$ cat config.mk
export PLATFORM = sky130hd
export DESIGN_NAME = ds3_oh_errinj
export DESIGN_NICKNAME = d
export VERILOG_FILES = /design/src/rtl/ds3_oh_errinj_pkg.sv /design/src/rtl/ds3_oh_pos_gen.sv /design/src/rtl/ds3_oh_opp_decode.sv /design/src/rtl/ds3_oh_req_ctrl.sv /design/src/rtl/ds3_oh_errinj.sv
export SDC_FILE = /design/constraint.sdc
export NUM_CORES = 1
export LEC_CHECK = 0
export ABC_AREA = 0
export BUFFER_PORTS_ARGS = -buffer_cell sky130_fd_sc_hd__buf_2
export CELL_PAD_IN_SITES_DETAIL_PLACEMENT = 0
export CELL_PAD_IN_SITES_GLOBAL_PLACEMENT = 1
export CORE_MARGIN = 4
export CORE_UTILIZATION = 30
export DETAILED_ROUTE_END_ITERATION = 6
export PLACE_DENSITY = 0.61
export SLEW_MARGIN = 20
export SYNTH_ARGS = -nofsm -noshare
export SYNTH_HDL_FRONTEND = slang
export SYNTH_HIERARCHICAL = 1
export SYNTH_SLANG_ARGS = --single-unit
$ cat constraint.sdc
create_clock -name clk -period 10.4 [get_ports clk]
set_input_delay 2.08 -clock clk [delete_from_list [all_inputs] [get_ports clk]]
set_output_delay 2.08 -clock clk [all_outputs]
set_load 0.05 [all_outputs]
$ cat src/rtl/ds3_oh_errinj_pkg.sv
package ds3_oh_errinj_pkg;

    typedef enum logic [1:0] {
        FR_FBIT  = 2'd0,
        FR_MBIT  = 2'd1,
        FR_SEF   = 2'd2,
        FR_OOMF  = 2'd3
    } fr_mode_e;

    localparam int KIND_FR = 0;
    localparam int KIND_P  = 1;
    localparam int KIND_C  = 2;
    localparam int KIND_FB = 3;
    localparam int NKIND   = 4;

    localparam int SUB_P1   = 2;
    localparam int SUB_P2   = 3;
    localparam int SUB_M1   = 4;
    localparam int SUB_CPAR = 2;
    localparam int SUB_FEBE = 3;

    typedef struct packed {
        logic is_f;
        logic f_first;
        logic f_last;
        logic is_m;
        logic m_first;
        logic is_p;
        logic p_first;
        logic p_last;
        logic is_c3;
        logic c3_first;
        logic c3_last;
        logic is_c4;
        logic c4_first;
        logic c4_last;
    } opp_t;

endpackage

$ cat src/rtl/ds3_oh_pos_gen.sv
module ds3_oh_pos_gen #(
    parameter int SUBS     = 7,
    parameter int BLKS     = 8,
    parameter int BLK_BITS = 85,
    localparam int SUB_W   = $clog2(SUBS),
    localparam int BLK_W   = $clog2(BLKS),
    localparam int BIT_W   = $clog2(BLK_BITS)
) (
    input  logic             clk,
    input  logic             rst_n,
    input  logic             frame_sync,
    input  logic             ext_en,
    input  logic [SUB_W-1:0] ext_sub,
    input  logic [BLK_W-1:0] ext_blk,
    input  logic [BIT_W-1:0] ext_bit,
    output logic [SUB_W-1:0] cur_sub,
    output logic [BLK_W-1:0] cur_blk,
    output logic [BIT_W-1:0] cur_bit
);

    typedef struct packed {
        logic [SUB_W-1:0] sub;
        logic [BLK_W-1:0] blk;
        logic [BIT_W-1:0] bitn;
    } pos_t;

    pos_t cnt_q, cnt_d, base;

    always_comb begin
        base  = frame_sync ? '0 : cnt_q;
        cnt_d = base;
        if (base.bitn == BIT_W'(BLK_BITS - 1)) begin
            cnt_d.bitn = '0;
            if (base.blk == BLK_W'(BLKS - 1)) begin
                cnt_d.blk = '0;
                if (base.sub == SUB_W'(SUBS - 1)) begin
                    cnt_d.sub = '0;
                end else begin
                    cnt_d.sub = base.sub + 1'b1;
                end
            end else begin
                cnt_d.blk = base.blk + 1'b1;
            end
        end else begin
            cnt_d.bitn = base.bitn + 1'b1;
        end
        cur_sub = ext_en ? ext_sub : base.sub;
        cur_blk = ext_en ? ext_blk : base.blk;
        cur_bit = ext_en ? ext_bit : base.bitn;
    end

    always_ff @(posedge clk or negedge rst_n) begin
        if (!rst_n) begin
            cnt_q <= '0;
        end else begin
            cnt_q <= cnt_d;
        end
    end

endmodule

$ cat src/rtl/ds3_oh_opp_decode.sv
module ds3_oh_opp_decode
    import ds3_oh_errinj_pkg::*;
#(
    parameter int SUBS     = 7,
    parameter int BLKS     = 8,
    parameter int BLK_BITS = 85,
    localparam int SUB_W   = $clog2(SUBS),
    localparam int BLK_W   = $clog2(BLKS),
    localparam int BIT_W   = $clog2(BLK_BITS)
) (
    input  logic [SUB_W-1:0] sub,
    input  logic [BLK_W-1:0] blk,
    input  logic [BIT_W-1:0] bitn,
    output opp_t             opp
);

    logic oh, blk0, cblk, cfirst, clast;

    always_comb begin
        oh     = (bitn == '0);
        blk0   = oh && (blk == '0);
        cblk   = oh && (blk != '0) && !blk[0];
        cfirst = (blk == BLK_W'(2));
        clast  = (blk == BLK_W'(BLKS - 2));

        opp          = '0;
        opp.is_f     = oh && blk[0];
        opp.f_first  = opp.is_f && (blk == BLK_W'(1));
        opp.f_last   = opp.is_f && (blk == BLK_W'(BLKS - 1));
        opp.is_m     = blk0 && (sub >= SUB_W'(SUB_M1));
        opp.m_first  = blk0 && (sub == SUB_W'(SUB_M1));
        opp.p_first  = blk0 && (sub == SUB_W'(SUB_P1));
        opp.p_last   = blk0 && (sub == SUB_W'(SUB_P2));
        opp.is_p     = opp.p_first || opp.p_last;
        opp.is_c3    = cblk && (sub == SUB_W'(SUB_CPAR));
        opp.c3_first = opp.is_c3 && cfirst;
        opp.c3_last  = opp.is_c3 && clast;
        opp.is_c4    = cblk && (sub == SUB_W'(SUB_FEBE));
        opp.c4_first = opp.is_c4 && cfirst;
        opp.c4_last  = opp.is_c4 && clast;
    end

endmodule

$ cat src/rtl/ds3_oh_req_ctrl.sv
module ds3_oh_req_ctrl (
    input  logic       clk,
    input  logic       rst_n,
    input  logic       en,
    input  logic       cont,
    input  logic       req_edge,
    input  logic       first,
    input  logic       member,
    input  logic       last,
    input  logic [1:0] groups,
    output logic       hit,
    output logic       pend,
    output logic       act
);

    typedef struct packed {
        logic       pend;
        logic       act;
        logic [1:0] left;
    } st_t;

    st_t        s_q, s_d;
    logic       starting, live;
    logic [1:0] left_now;

    always_comb begin
        starting = s_q.pend && first;
        live     = s_q.act || starting;
        hit      = en && (cont ? member : (live && member));
        left_now = starting ? groups : s_q.left;
        s_d      = s_q;
        if (!en || cont) begin
            s_d = '0;
        end else begin
            if (starting) begin
                s_d.pend = 1'b0;
                s_d.act  = 1'b1;
                s_d.left = groups;
            end
            if (live && last) begin
                s_d.left = left_now - 1'b1;
                if (left_now == 2'd1) begin
                    s_d.act = 1'b0;
                end
            end
            if (req_edge && !s_q.pend && !s_q.act) begin
                s_d.pend = 1'b1;
            end
        end
    end

    always_ff @(posedge clk or negedge rst_n) begin
        if (!rst_n) begin
            s_q <= '0;
        end else begin
            s_q <= s_d;
        end
    end

    assign pend = s_q.pend;
    assign act  = s_q.act;

endmodule

$ cat src/rtl/ds3_oh_errinj.sv
module ds3_oh_errinj
    import ds3_oh_errinj_pkg::*;
#(
    parameter int SUBS     = 7,
    parameter int BLKS     = 8,
    parameter int BLK_BITS = 85,
    localparam int SUB_W   = $clog2(SUBS),
    localparam int BLK_W   = $clog2(BLKS),
    localparam int BIT_W   = $clog2(BLK_BITS)
) (
    input  logic             clk,
    input  logic             rst_n,
    input  logic             din,
    input  logic             ext_pos_en,
    input  logic [SUB_W-1:0] ext_sub,
    input  logic [BLK_W-1:0] ext_blk,
    input  logic [BIT_W-1:0] ext_bit,
    input  logic             frame_sync,
    input  logic [3:0]       err_en,
    input  logic [3:0]       err_cont,
    input  logic [1:0]       fr_mode,
    input  logic             req_src_sel,
    input  logic [3:0]       reg_req,
    input  logic             man_req,
    output logic             dout
);

    typedef struct packed {
        logic [NKIND-1:0] prev;
        logic             dout;
    } top_t;

    top_t             st_q, st_d;
    logic [SUB_W-1:0] cur_sub;
    logic [BLK_W-1:0] cur_blk;
    logic [BIT_W-1:0] cur_bit;
    opp_t             opp;
    logic [NKIND-1:0] req_lvl, req_edge;
    logic [NKIND-1:0] first_v, member_v, last_v;
    logic [1:0]       groups_v [NKIND];
    logic [NKIND-1:0] hit, pend, act;
    fr_mode_e         fmode;

    ds3_oh_pos_gen #(.SUBS(SUBS), .BLKS(BLKS), .BLK_BITS(BLK_BITS)) pos_i (
        .clk        (clk),
        .rst_n      (rst_n),
        .frame_sync (frame_sync),
        .ext_en     (ext_pos_en),
        .ext_sub    (ext_sub),
        .ext_blk    (ext_blk),
        .ext_bit    (ext_bit),
        .cur_sub    (cur_sub),
        .cur_blk    (cur_blk),
        .cur_bit    (cur_bit)
    );

    ds3_oh_opp_decode #(.SUBS(SUBS), .BLKS(BLKS), .BLK_BITS(BLK_BITS)) dec_i (
        .sub  (cur_sub),
        .blk  (cur_blk),
        .bitn (cur_bit),
        .opp  (opp)
    );

    always_comb begin
        fmode    = fr_mode_e'(fr_mode);
        req_lvl  = req_src_sel ? {NKIND{man_req}} : reg_req;
        req_edge = req_lvl & ~st_q.prev;

        for (int k = 0; k < NKIND; k++) begin
            groups_v[k] = 2'd1;
        end
        unique case (fmode)
            FR_FBIT: begin
                first_v[KIND_FR]  = opp.is_f;
                member_v[KIND_FR] = opp.is_f;
                last_v[KIND_FR]   = opp.is_f;
            end
            FR_MBIT: begin
                first_v[KIND_FR]  = opp.is_m;
                member_v[KIND_FR] = opp.is_m;
                last_v[KIND_FR]   = opp.is_m;
            end
            FR_SEF: begin
                first_v[KIND_FR]  = opp.f_first;
                member_v[KIND_FR] = opp.is_f;
                last_v[KIND_FR]   = opp.f_last;
            end
            default: begin
                first_v[KIND_FR]  = opp.m_first;
                member_v[KIND_FR] = opp.m_first;
                last_v[KIND_FR]   = opp.m_first;
                groups_v[KIND_FR] = 2'd2;
            end
        endcase
        first_v[KIND_P]  = opp.p_first;
        member_v[KIND_P] = opp.is_p;
        last_v[KIND_P]   = opp.p_last;
        first_v[KIND_C]  = opp.c3_first;
        member_v[KIND_C] = opp.is_c3;
        last_v[KIND_C]   = opp.c3_last;
        first_v[KIND_FB]  = opp.c4_first;
        member_v[KIND_FB] = opp.is_c4;
        last_v[KIND_FB]   = opp.c4_last;
    end

    for (genvar k = 0; k < NKIND; k++) begin : g_kind
        ds3_oh_req_ctrl ctl_i (
            .clk      (clk),
            .rst_n    (rst_n),
            .en       (err_en[k]),
            .cont     (err_cont[k]),
            .req_edge (req_edge[k]),
            .first    (first_v[k]),
            .member   (member_v[k]),
            .last     (last_v[k]),
            .groups   (groups_v[k]),
            .hit      (hit[k]),
            .pend     (pend[k]),
            .act      (act[k])
        );
    end

    always_comb begin
        st_d      = st_q;
        st_d.prev = req_lvl;
        if (hit[KIND_FB]) begin
            st_d.dout = 1'b0;
        end else begin
            st_d.dout = din ^ (hit[KIND_FR] | hit[KIND_P] | hit[KIND_C]);
        end
    end

    always_ff @(posedge clk or negedge rst_n) begin
        if (!rst_n) begin
            st_q <= '0;
        end else begin
            st_q <= st_d;
        end
    end

    assign dout = st_q.dout;

endmodule

# Word-level counts from Yosys, hierarchy flattened
# Index checks and enable logic that the tools add are counted.
[totals]
regBits = 34
latchBits = 0
mem_bits_rw = 0
romBits = 0
inputBits = 34
output_inout_bits = 1
wordCells = 165
memories = 0
[classes]
add_sub_neg = 7
n_mul = 0
div = 0
n_lt_le_gt_ge = 1
eq_ne = 16
shifts = 0
n_mux = 43
bitwise_logic = 5
n_reduce_logical = 76
[op_table]
columns = ["cell", "count"]
rows = [
  ["$logic_and 1x1->1", 40],
  ["$mux 4", 9],
  ["$mux 3", 9],
  ["$reduce_bool 3->1", 9],
  ["$eq 3x3->1 const B", 5],
  ["$mux 7", 2],
  ["$logic_not 1->1", 13],
  ["$mux 1", 13],
  ["$mux 13", 1],
  ["$eq 2x1->1 const B", 5],
  ["$mux 2", 5],
  ["$eq 3x2->1 const B", 3],
  ["$logic_or 1x1->1", 9],
  ["$sub 2x1->2 const B", 4],
  ["$add 7x1->7 const B", 1],
  ["$eq 7x7->1 const B", 1],
  ["$logic_not 7->1", 1],
  ["$add 3x1->3 const B", 2],
  ["$mux 6", 1],
  ["$pmux 1 s3", 2],
  ["$and 4x4->4", 1],
  ["$not 4->4", 1],
  ["$eq 3x1->1 const B", 1],
  ["$ge 3x3->1 const B", 1],
  ["8 further kinds", 9],
]

# Longest topological paths before layout
# Gate-level depths: netlist of run 1.
[depth]
ltp_word = 15
ltp_mapped = 15
mapped_depth_nobuf = 11

# Hierarchy
# The synthesis of run 1 kept the hierarchy.
[by_module_without_submodules]
columns = ["mod", "n_inst", "cells_each", "area_per_inst_um2", "seq_area_each_um2"]
rows = [
  ["ds3_oh_req_ctrl", 4, 30, 270.3, 100.1],
  ["ds3_oh_pos_gen", 1, 95, 885.8, 325.3],
  ["ds3_oh_errinj", 1, 30, 295.3, 125.1],
  ["ds3_oh_opp_decode", 1, 36, 285.3, 0.0],
]

# Worst setup path after synthesis of run 1
# Ideal clock, no wire load.
[synth_path]
path_kind = "input to register"
from = "input frame_sync"
to = "register g_kind[0].ctl_i/s_q[1] (netlist bit)"
setup_time_ns = 0.126
t_arrival_ns = 5.200
required_time_ns = 10.274
path_slack_ns = 5.074
cell_stages = 15
n_path_buf = 4
cell_sequence = "clkbuf_1 > clkbuf_1 > nand2b_1 > o21ai_0 > or4_4 > buf_6 > buf_8 > nor4_2 > mux4_1 > a21boi_0 > or2_1 > ha_1 > mux2_1 > nand2_1 > a31oi_1"
[synth_rtl]
columns = ["element", "line_no", "rtl"]
rows = [
  ["start, declared", "ds3_oh_errinj.sv:18", "input logic frame_sync,"],
  ["end signal, assigned", "ds3_oh_req_ctrl.sv:54", "s_q <= '0;"],
  ["end signal, assigned", "ds3_oh_req_ctrl.sv:56", "s_q <= s_d;"],
  ["end, declared", "ds3_oh_req_ctrl.sv:22", "st_t s_q, s_d;"],
]

# Worst setup path in the final report of run 1
[layout_path]
from = "input frame_sync"
to = "register g_kind[3].ctl_i/s_q[1] (netlist bit)"
[layout_via]
elab_chain_cells = 12
elab_cells_between_ends = 23
cone_classes = "add/sub (1); eq/ne (3); mux (7); reduce/logical (12)"
[layout_lines]
columns = ["element", "line_no", "rtl"]
rows = [
  ["$mux 13 *", "ds3_oh_pos_gen.sv:30", "base = frame_sync ? '0 : cnt_q;"],
  ["$mux 7 *", "ds3_oh_pos_gen.sv:49", "cur_bit = ext_en ? ext_bit : base.bitn;"],
  ["named net cur_bit[0]", "ds3_oh_errinj.sv:36", "logic [BIT_W-1:0] cur_bit;"],
  ["$logic_not 7->1 *", "ds3_oh_opp_decode.sv:20", "oh = (bitn == '0);"],
  ["$logic_and 1x1->1 * (2 in a row)", "ds3_oh_opp_decode.sv:22", "cblk = oh && (blk != '0) && !blk[0];"],
  ["$logic_and 1x1->1 *", "ds3_oh_opp_decode.sv:38", "opp.is_c4 = cblk && (sub == SUB_W'(SUB_FEBE));"],
  ["$logic_and 1x1->1 *", "ds3_oh_opp_decode.sv:39", "opp.c4_first = opp.is_c4 && cfirst;"],
  ["named net first_v[3]", "ds3_oh_errinj.sv:39", "logic [NKIND-1:0] first_v, member_v, last_v;"],
  ["$logic_and 1x1->1 *", "ds3_oh_req_ctrl.sv:27", "starting = s_q.pend && first;"],
  ["$mux 2 / $logic_or 1x1->1 (equally long branches)", "ds3_oh_req_ctrl.sv:30, ds3_oh_req_ctrl.sv:28", ""],
  ["$sub 2x1->2 / $logic_and 1x1->1 (equally long branches)", "ds3_oh_req_ctrl.sv:41, ds3_oh_req_ctrl.sv:40", ""],
  ["$mux 3", "ds3_oh_req_ctrl.sv:40", "if (live && last) begin"],
  ["$mux 4", "ds3_oh_req_ctrl.sv:32", "if (!en || cont) begin"],
  ["end signal, assigned", "ds3_oh_req_ctrl.sv:54", ""],
  ["end signal, assigned", "ds3_oh_req_ctrl.sv:56", ""],
  ["end, declared", "ds3_oh_req_ctrl.sv:22", ""],
]
# Mark *: on every way through the listed nets, which the timed path passes. The rest lies on a longest branch.
# A chain may end at the register's enable or synchronous reset.

==> results of run 1 <==
[how the worst max path moves through the flow]
stage / from / to / slack, ps / cells past startpoint
final: frame_sync / g_kind[3].ctl_i/s_q[1]$_DFFE_PN0P_ / 4950 / 11
after global routing: frame_sync / g_kind[3].ctl_i/s_q[1]$_DFFE_PN0P_ / 4680 / 11
after CTS: frame_sync / g_kind[3].ctl_i/s_q[1]$_DFFE_PN0P_ / 4970 / 11
after detailed placement: frame_sync / g_kind[3].ctl_i/s_q[1]$_DFFE_PN0P_ / 4690 / 11
after global placement: frame_sync / g_kind[3].ctl_i/s_q[1]$_DFFE_PN0P_ / 4840 / 11
after floorplan: frame_sync / g_kind[0].ctl_i/s_q[1]$_DFFE_PN0P_ / 5070 / 15
[worst max-delay path: stages]
cell      delay (ps)
buf_2            270
nor2b_1          170
mux2_2           290
or4_1            760
nor4_1           810
a21boi_0         230
or2_1            270
ha_1             290
mux2_1           300
nand2_1           70
a31oi_1           60
[cell usage after synthesis, types with 2 or more instances]
| cell type | instances |
|---|---|
| nand2_1 | 29 |
| mux2i_1 | 6 |
| a31oi_1 | 8 |
| a21oi_1 | 16 |
| inv_1 | 6 |
| dfrtp_1 | 34 |
| mux2_2 | 10 |
| a211oi_1 | 4 |
| or4_1 | 2 |
| or3_1 | 5 |
| nor2b_1 | 11 |
| or3b_2 | 3 |
| nor4_2 | 7 |
| and3_1 | 6 |
| nor3_1 | 4 |
| a21boi_0 | 4 |
| mux2_1 | 4 |
| a32oi_1 | 4 |
| o21ai_0 | 9 |
| nand3b_1 | 2 |
| buf_6 | 2 |
| o21bai_1 | 5 |
| nand2b_1 | 17 |
| conb_1 | 2 |
| clkbuf_1 | 7 |
| nor3b_1 | 2 |
| ha_1 | 6 |
| and2_4 | 4 |
| nor2_1 | 15 |
| xor2_1 | 3 |
| o311a_1 | 4 |
| or2_1 | 4 |
| xnor2_1 | 2 |
| nor4_1 | 5 |
| mux4_1 | 2 |
| nand3_1 | 12 |
[per-stage QoR]
stage	worst slack [ps]	util	std cells	hold slack [ps]	cell area, µm²
4_1_cts	4970	0.350	426	563	2890
5_1_grt	4680	0.350	426	608	2890
2_1_floorplan	5070	-	291	523	2580
6_report	4950	0.350	426	553	2890
3_3_place_gp	4840	0.341	419	544	2820
3_5_place_dp	4690	0.341	419	547	2820
[layout make-up]
class | count | share of cell area
inverters | 6 | 0.00778
repair buffers | 34 | 0.0588
well taps | 105 | 0.0454
clock buffers | 5 | 0.0238
flip-flops and latches | 34 | 0.294
multi-input cells | 240 | 0.567
clock inverters | 2 | 0.00346
[report_power, final]
| part | switching [mW] | leakage (nW) | total, mW | internal (mW) |
|---|---|---|---|---|
| Clock | 0.0476 | 0.0438 | 0.0925 | 0.0449 |
| Sequential | 0.00423 | 0.459 | 0.140 | 0.136 |
| Combinational | 0.0240 | 0.781 | 0.0400 | 0.0161 |
[placed cells by master (no fill, tap or decap), types with 7 or more instances in the layout]
master	count
nor4_2	7
conb_1	12
nor2_1	15
a31oi_1	8
nand3_1	12
a21oi_1	16
dfrtp_1	34
nand2b_1	17
mux2_2	10
o21ai_0	9
nor2b_1	11
nand2_1	29
buf_2	34
[logic make-up after synthesis]
| logic type | Yosys count | synth area share |
|---|---|---|
| compound gates | 59 | 0.151 |
| xor+xnor | 5 | 0.0172 |
| fa+ha+maj | 6 | 0.0295 |
| buf+inv | 17 | 0.0368 |
| flops | 34 | 0.334 |
| mux | 22 | 0.106 |
| other cells | 2 | 0.00295 |
| simple gates | 136 | 0.322 |
[state kept, by name (all words and copies together) (netlist names)]
register / cells
pos_i/cnt_q: 13
g_kind.ctl_i/s_q: 8
g_kind.ctl_i/act: 4
g_kind.ctl_i/pend: 4
st_q: 4
dout: 1
[layer usage]
layer	wire length, µm	track usage	vias to the layer above
met3	226	0.0257	5
met2	2610	0.199	33
met1	2890	0.166	992
li1	-	-	1104
met4	43	0.0311	0
met5	0	0	-
==> flow_summary.ini, run 1 <==
[run_status]
outcome = complete, no violations

[finish]
antenna_cells = 0
final_nets = 361
fillerInstances = 895
layout-drive-gt1-share = 0.218
syn_to_final_growth_pct = 13.6
register_area_um2 = 851
multiInputGateArea_mm2 = 0.00164

[cts]
post_cts_resized = 0
cts_setup_buffers = 0
clk_pin_slew_ps = 80
clock-sinks = 34
cts_buffers = 5
clockBufferDepth = 2
clk_latency_ps = 280
h-tree-depth = 2
cts_tree = done
hold_buffers = 0
root_buffer = clkbuf_8

[synth]
syn_inst = 281
ys.flop_type = dfrtp_1
yosysWarnings = 6
syn_avg_cell_area_um2 = 9.07
synth_largest_type_area_fraction = 0.334
synthTopCellsByArea = dfrtp_1 33%, mux2_2 4.4%, nand2_1 4.3%, nand2b_1 4.2%, nor4_2 3.4%
seq_area_frac_synth = 0.334
synth-edff-count = 0
synth-async-reset-ratio = 1.00
ys_ff_latch = 34
ys_types = 51
yosysTopAreaCell = dfrtp_1
synthesis.area_mm2 = 0.00255

[timing]
fmax_mhz = 184
rsz0062_at_grt = no
worst_pin_slew_ps = 980
period_minus_slack_ps = 5450
hold_viol = 0
final.period_utilization = 0.524
slew_headroom = 0.341
fin_setup_tns_ps = 0
clock_skew_ps = 11.8
drv_slew = 0
finalSetupViolations = 0

[grt]
gr-total-overflow = 0
antenna_found_initial = 0
grt_pass1_vias = 2131
track_usage = 0.122
grt_pass1_wl_um = 9980
grt_start_max_net_pins = 35

[floorplan]
die_area_mm2 = 0.0100
coreArea_mm2 = 0.00826
io_pins = 35
start_util = 0.308
rows = 33
fp.dieW_um = 100
die_y_um = 100

[worst_setup_path]
r2r_slack_ps = 6550
reg2reg_from = pos_i/cnt_q[0]$_DFF_PN0_
end_kind = register
reg2reg_to = g_kind[3].ctl_i/s_q[1]$_DFFE_PN0P_
crit_path_max_fanout = 20
worstSetupPathType = in2reg
crit_arrival_ps = 5620
cp_data_required_time_ps = 10570
start_kind = input pin
reg2reg_depth = 10

[pwr]
power_density_mw_per_mm2 = 94.1
vdd_drop_max_uv = 43.9
p_leak_nw = 1.28
fin_total_pwr_uw = 272

[route]
dr.pass1.iters = 4
drt-vias-per-instance = 5.01
drt-total-wl_um = 5780
routedWlPerCell_um = 13.6
num_vias = 2134
route.detailed.drc = 0
first_iter_violations = 82
ant_nets = 0

[min_path]
min_to = g_kind[2].ctl_i/pend$_DFFE_PN0P_
hp-start = st_q[3]$_DFF_PN0_
hold_class = reg2reg
worstHoldPathCells = 3

[placed_design]
place.gp.congestion = 0.794
io_buffers = 34
dp_hpwl_um = 4450

[flow_run]
maxCapViolCount = 0
(Power assumes the default switching activity.)
==> run 2, diff against run 1 <==
==> constraint.sdc (replaced) <==
create_clock -name clk -period 5.2 [get_ports clk]
set_input_delay 1.04 -clock clk [delete_from_list [all_inputs] [get_ports clk]]
set_output_delay 1.04 -clock clk [all_outputs]
set_load 0.05 [all_outputs]
==> run 2 against run 1 <==
Utilization up 0.42 points. Critical path type unchanged. Clock skew about the same. Global-route usage up 0.29 points. Critical endpoint is now g_kind[0].ctl_i/s_q[1]$_DFFE_PN0P_. Hold slack better by 10 ps. Die area unchanged. Sequential power up 100%. Non-clock buffer count up 3. Final cell count up 0.94%. Sequential share of layout area down 0.35 points.
==> flow_summary.ini, run 2 (synthesis gave the netlist of run 1 again) <==
[run_status]
outcome = complete, no violations

[pwr]
p_comb_frac = 0.142
fin_total_pwr_uw = 568
pwr-share-clk = 0.365
vdd_drop_max_uv = 97.7
p_leak_nw = 1.30
pwr-share-seq = 0.492
p_int_uw = 410
power_density_mw_per_mm2 = 194
p_sw_frac = 0.278
power.switching_uw = 158

[cts]
cts_setup_buffers = 0
h-tree-depth = 2
cts_tree = done
hold_buffers = 0
root_buffer = clkbuf_8
clock-sinks = 34
clk_latency_ps = 290
clk_pin_slew_ps = 80
cts_buffers = 5
post_cts_resized = 0
clockBufferDepth = 2

[grt]
met3_usage = 0.0278
grt_pass1_vias = 2106
track_usage = 0.125
antenna_found_initial = 0
busiest_layer = met2
use_met1 = 0.174
grt_pass1_wl_um = 10200
grt_start_max_net_pins = 35
gr-total-overflow = 0
use_met2 = 0.198

[worst_setup_path]
cp_data_required_time_ps = 5380
worstSetupPathType = in2reg
crit_arrival_ps = 4450
crit_path_max_fanout = 20
end_kind = register
start_kind = input pin

[finish]
antenna_cells = 0
largest_reg_flops = 13
largestRegisters = pos_i/cnt_q x13, g_kind.ctl_i/s_q x8
final_cells = 430
fillerInstances = 865
syn_to_final_growth_pct = 15.0
final_nets = 364
fin_util = 0.355
final_cell_area_mm2 = 0.00293
mostFrequentLayoutCells = 34 x dfrtp_1, 34 x buf_2, 29 x nand2_1, 17 x nand2b_1, 16 x a21oi_1
layout-drive-gt1-share = 0.225
regMostFlops = pos_i/cnt_q

[floorplan]
die_area_mm2 = 0.0100
start_util = 0.308
fp.dieW_um = 100
rows = 33
die_y_um = 100
io_pins = 35
coreArea_mm2 = 0.00826

[route]
num_vias = 2155
route.detailed.drc = 0
first_iter_violations = 71
drt-vias-per-instance = 5.01
ant_nets = 0
dr.pass1.iters = 4
routedWlPerCell_um = 14.0
drt-total-wl_um = 6040

[timing]
finalSetupViolations = 0
worst_pin_slew_ps = 843
drv_slew = 0
fmax_mhz = 234
period_minus_slack_ps = 4280
hold_viol = 0
fin_setup_tns_ps = 0
clock_skew_ps = 12.2
final.period_utilization = 0.822
rsz0062_at_grt = no
slew_headroom = 0.432
timing.hold.ws_ps = 563
fin_ws_ps = 924

[placed_design]
io_buffers = 34
place_ws_ps = 649
placed_cells = 422
dpl-instance-area_mm2 = 0.00284
place.gp.congestion = 0.805
dp_hpwl_um = 4590

[flow_run]
maxCapViolCount = 0

[min_path]
hold_class = reg2reg
## run 2: cell count changes in the layout (fill, tap and decap cells not counted), sizes merged
| cell | before | now |
|---|---|---|
| buf | 34 | 37 |
| clkbuf | 5 | 7 |
| clkinv | 2 | 1 |
## run 2: final timing paths
path | from | endpoint | slack, ps | depth (start not counted)
max | frame_sync | g_kind[0].ctl_i/s_q[1]$_DFFE_PN0P_ | 920 | 12
min | g_kind[1].ctl_i/s_q[1]$_DFFE_PN0P_ | g_kind[1].ctl_i/s_q[1]$_DFFE_PN0P_ | 560 | 2
max reg2reg | pos_i/cnt_q[0]$_DFF_PN0_ | g_kind[0].ctl_i/s_q[1]$_DFFE_PN0P_ | 1470 | 11
min reg2reg | g_kind[1].ctl_i/s_q[1]$_DFFE_PN0P_ | g_kind[1].ctl_i/s_q[1]$_DFFE_PN0P_ | 560 | 2
max in group asynchronous | rst_n | g_kind[1].ctl_i/pend$_DFFE_PN0P_ | 3820 | 1
min in group asynchronous | rst_n | g_kind[0].ctl_i/act$_DFF_PN0_ | 830 | 1
## run 2: worst max-delay path, cell delays in order
cell and delay (ps):
buf_2 280, nor2b_1 170, mux2_2 300, or4_1 770, nor4_2 390, mux4_1 410
a21boi_0 150, or2_1 230, ha_1 280, mux2_1 300, nand2_1 70, a31oi_1 60
## run 2: layout make-up
class,instances,area [µm²],share of cell area
clock buffers,7,86.3,0.0295
multi-input cells,240,1640,0.560
clock inverters,1,5.00,0.00171
flip-flops and latches,34,851,0.290
well taps,105,131,0.0449
repair buffers,37,193,0.0658
inverters,6,22.5,0.00769
## run 2: power groups by stage
| stage | sequential [mW] | combinational [mW] | clock, mW |
|---|---|---|---|
| 6_report | 0.280 | 0.0808 | 0.208 |
| 5_1_grt | 0.281 | 0.0917 | 0.232 |
| 4_1_cts | 0.279 | 0.0818 | 0.218 |
| 3_5_place_dp | 0.285 | 0.0813 | 0 |
| 3_3_place_gp | 0.285 | 0.0814 | 0 |
| 2_1_floorplan | 0.283 | 0.0575 | 0 |
## run 2: metal layers
layer	up-vias	routed length (µm)
met5	-	0
met2	32	2730
li1	1115	-
met3	2	225
met1	1006	3050
met4	0	29
==> run 3, diff against run 2 <==
--- a/config.mk
+++ b/config.mk
@@ -5,14 +5,14 @@
 export SDC_FILE = /design/constraint.sdc
 export NUM_CORES = 1
 export LEC_CHECK = 0
-export ABC_AREA = 0
+export ABC_AREA = 1
 export BUFFER_PORTS_ARGS = -buffer_cell sky130_fd_sc_hd__buf_2
 export CELL_PAD_IN_SITES_DETAIL_PLACEMENT = 0
 export CELL_PAD_IN_SITES_GLOBAL_PLACEMENT = 1
 export CORE_MARGIN = 4
 export CORE_UTILIZATION = 30
 export DETAILED_ROUTE_END_ITERATION = 6
-export PLACE_DENSITY = 0.61
+export PLACE_DENSITY = 0.65
 export SLEW_MARGIN = 20
 export SYNTH_ARGS = -nofsm -noshare
 export SYNTH_HDL_FRONTEND = slang
==> constraint.sdc (replaced) <==
create_clock -name clk -period 4 [get_ports clk]
set_input_delay 0.8 -clock clk [delete_from_list [all_inputs] [get_ports clk]]
set_output_delay 0.8 -clock clk [all_outputs]
set_load 0.05 [all_outputs]
==> run 3 against run 2 <==
Non-clock buffer count down 3. Area after synthesis decreased by 2.4%. Die area is 2.2% lower. Synthesized cell count up 36%. Clock-buffer cell count did not move. Sequential cell count stayed put. Highest routed layer unchanged.
==> flow_summary.ini, run 3 <==
[run_status]
outcome = complete, no violations

[synth]
synth_common_cells = 130 x nand2_1, 64 x inv_1, 44 x nor2_1, 34 x dfrtp_1
ys.flop_type = dfrtp_1
synth_most_common_cell = nand2_1
synth_top_family_by_area = simple AND/OR/NAND/NOR gates
ys_types = 27
muxShareOfSynthArea = 0
synthTopCellsByArea = dfrtp_1 34%, nand2_1 20%, inv_1 9.7%, nor2_1 6.6%, a21oi_1 3.8%
synth_fa_ha_area_frac = 0.0302
yosysWarnings = 6
synth-async-reset-ratio = 1.00
ys_ff_latch = 34
synthXorXnorAreaFrac = 0.00352
syn_inst = 383
synth_largest_type_area_fraction = 0.342
synth_compound_area_frac = 0.107
syn_avg_cell_area_um2 = 6.49
synth-edff-count = 0
yosysTopAreaCell = dfrtp_1
seq_area_frac_synth = 0.342
synthSimpleGateAreaFrac = 0.399
synthesis.area_mm2 = 0.00249

[worst_setup_path]
reg2reg_from = pos_i/cnt_q[5]$_DFF_PN0_
start_kind = input pin
reg2reg_to = g_kind[0].ctl_i/s_q[1]$_DFFE_PN0P_
crit_path_max_fanout = 14
end_kind = register
worstSetupPathType = in2reg
reg2reg_depth = 21
cp_data_required_time_ps = 4180
crit_arrival_ps = 3160
r2r_slack_ps = 1460

[min_path]
min_to = g_kind[2].ctl_i/s_q[0]$_DFFE_PN0P_
hp-start = g_kind[2].ctl_i/s_q[0]$_DFFE_PN0P_
worstHoldPathCells = 2
hold_class = reg2reg

[timing]
period_minus_slack_ps = 2980
drv_slew = 0
hold_viol = 0
final.period_utilization = 0.745
slew_headroom = 0.446
rsz0062_at_grt = no
fmax_mhz = 335
fin_setup_tns_ps = 0
finalSetupViolations = 0
clock_skew_ps = 5.55
worst_pin_slew_ps = 831

[grt]
gr-total-overflow = 0
grt_pass1_wl_um = 10100
antenna_found_initial = 0
grt_start_max_net_pins = 35
track_usage = 0.127
grt_pass1_vias = 2284

[route]
num_vias = 2280
dr_wl_met3_um = 177
routedWlPerCell_um = 10.8
wl_met1_um = 2920
drt-vias-per-instance = 4.29
route.detailed.drc = 0
drt-total-wl_um = 5720
first_iter_violations = 59
wl_met2_um = 2530
ant_nets = 0
dr.pass1.iters = 6
top_layer_used = met4

[floorplan]
start_util = 0.315
rows = 32
io_pins = 35
coreArea_mm2 = 0.00789
die_y_um = 99.0
fp.dieW_um = 99.0
die_area_mm2 = 0.00981

[placed_design]
place.gp.congestion = 0.783
io_buffers = 34
dp_hpwl_um = 4550

[cts]
hold_buffers = 0
h-tree-depth = 2
clk_latency_ps = 290
clock-sinks = 34
root_buffer = clkbuf_8
post_cts_resized = 0
cts_setup_buffers = 0
cts_buffers = 5
clk_pin_slew_ps = 70
clockBufferDepth = 2
cts_tree = done

[finish]
fin_util = 0.365
mostFrequentLayoutCells = 130 x nand2_1, 64 x inv_1, 44 x nor2_1, 34 x dfrtp_1, 34 x buf_2
largest_reg_flops = 13
regMostFlops = pos_i/cnt_q
largestRegisters = pos_i/cnt_q x13, g_kind.ctl_i/s_q x8
syn_to_final_growth_pct = 16.0
antenna_cells = 0
layout-drive-gt1-share = 0.175
mostFrequentLayoutCell = nand2_1
final_nets = 468

[pwr]
vdd_drop_max_uv = 120
p_leak_nw = 1.62
power_density_mw_per_mm2 = 250

[flow_run]
maxCapViolCount = 0
-- run 3: cell count changes after synthesis, sizes merged, moves of 12 or more --
cell    before  now
nand2b      17    0
mux2        14    0
inv          6   70
nor4        12    0
nand2       29  141
nor2        15   53
-- run 3: kinds of logic after synthesis --
| family | count (synthesis) |
|---|---|
| other | 2 |
| AO/OA/AOI/OAI | 42 |
| buffers and inverters | 74 |
| adder cells (fa/ha/maj) | 6 |
| flip-flops | 34 |
| XOR/XNOR | 1 |
| AND/OR/NAND/NOR | 224 |
-- run 3: report_power, final --
group	switching, mW	total (mW)	internal, mW
logic	0.0621	0.0940	0.0319
clock network	0.129	0.268	0.139
registers	0.00674	0.359	0.352
-- run 3: critical path: stages --
cell,delay (ps)
buf_2,140
inv_2,210
nand2_1,140
o21ai_0,430
nor2_2,90
nand3_1,120
inv_1,40
nand2_1,70
nand2_2,60
nand2_2,60
nand3_1,120
nand2_2,160
nand2_1,100
o211ai_1,170
inv_1,60
nor2_1,180
nand3_1,90
nand2_1,70
nor2_1,40
-- run 3: worst max-delay path by stage --
stage	startpoint	to	slack [ps]	cells past startpoint
after floorplan	frame_sync	g_kind[0].ctl_i/s_q[1]$_DFFE_PN0P_	1230	20
after global placement	frame_sync	dout$_DFF_PN0_	700	19
after detailed placement	frame_sync	dout$_DFF_PN0_	640	19
after CTS	frame_sync	dout$_DFF_PN0_	950	19
after global routing	frame_sync	dout$_DFF_PN0_	630	19
final	frame_sync	dout$_DFF_PN0_	1020	19
-- run 3: area by class of cell --
type | instances | area, µm²
Inverter | 71 | 268
Sequential cell | 34 | 851
Clock buffer | 7 | 86.3
Timing Repair Buffer | 34 | 170
Multi-Input combinational cell | 282 | 1380
Clock inverter | 1 | 5.00
Fill cell | 876 | 5000
Tap cell | 102 | 128
-- run 3: layer usage --
metal / global-route usage / vias up
li1: - / 1250
met1: 0.163 / 1002
met2: 0.207 / 21
met3: 0.0290 / 7
met4: 0.0462 / 0
met5: 0 / -
-- run 3: stage by stage --
step / hold WS [ps] / setup slack (ps) / std cells / area [µm²] / power [mW]
final: 484 / 1020 / 531 / 2880 / 0.720
after global routing: 500 / 626 / 531 / 2880 / 0.771
after CTS: 485 / 954 / 531 / 2880 / 0.738
after detailed placement: 465 / 641 / 523 / 2790 / 0.460
after global placement: 464 / 705 / 523 / 2790 / 0.460
after floorplan: 449 / 1230 / 390 / 2510 / 0.419
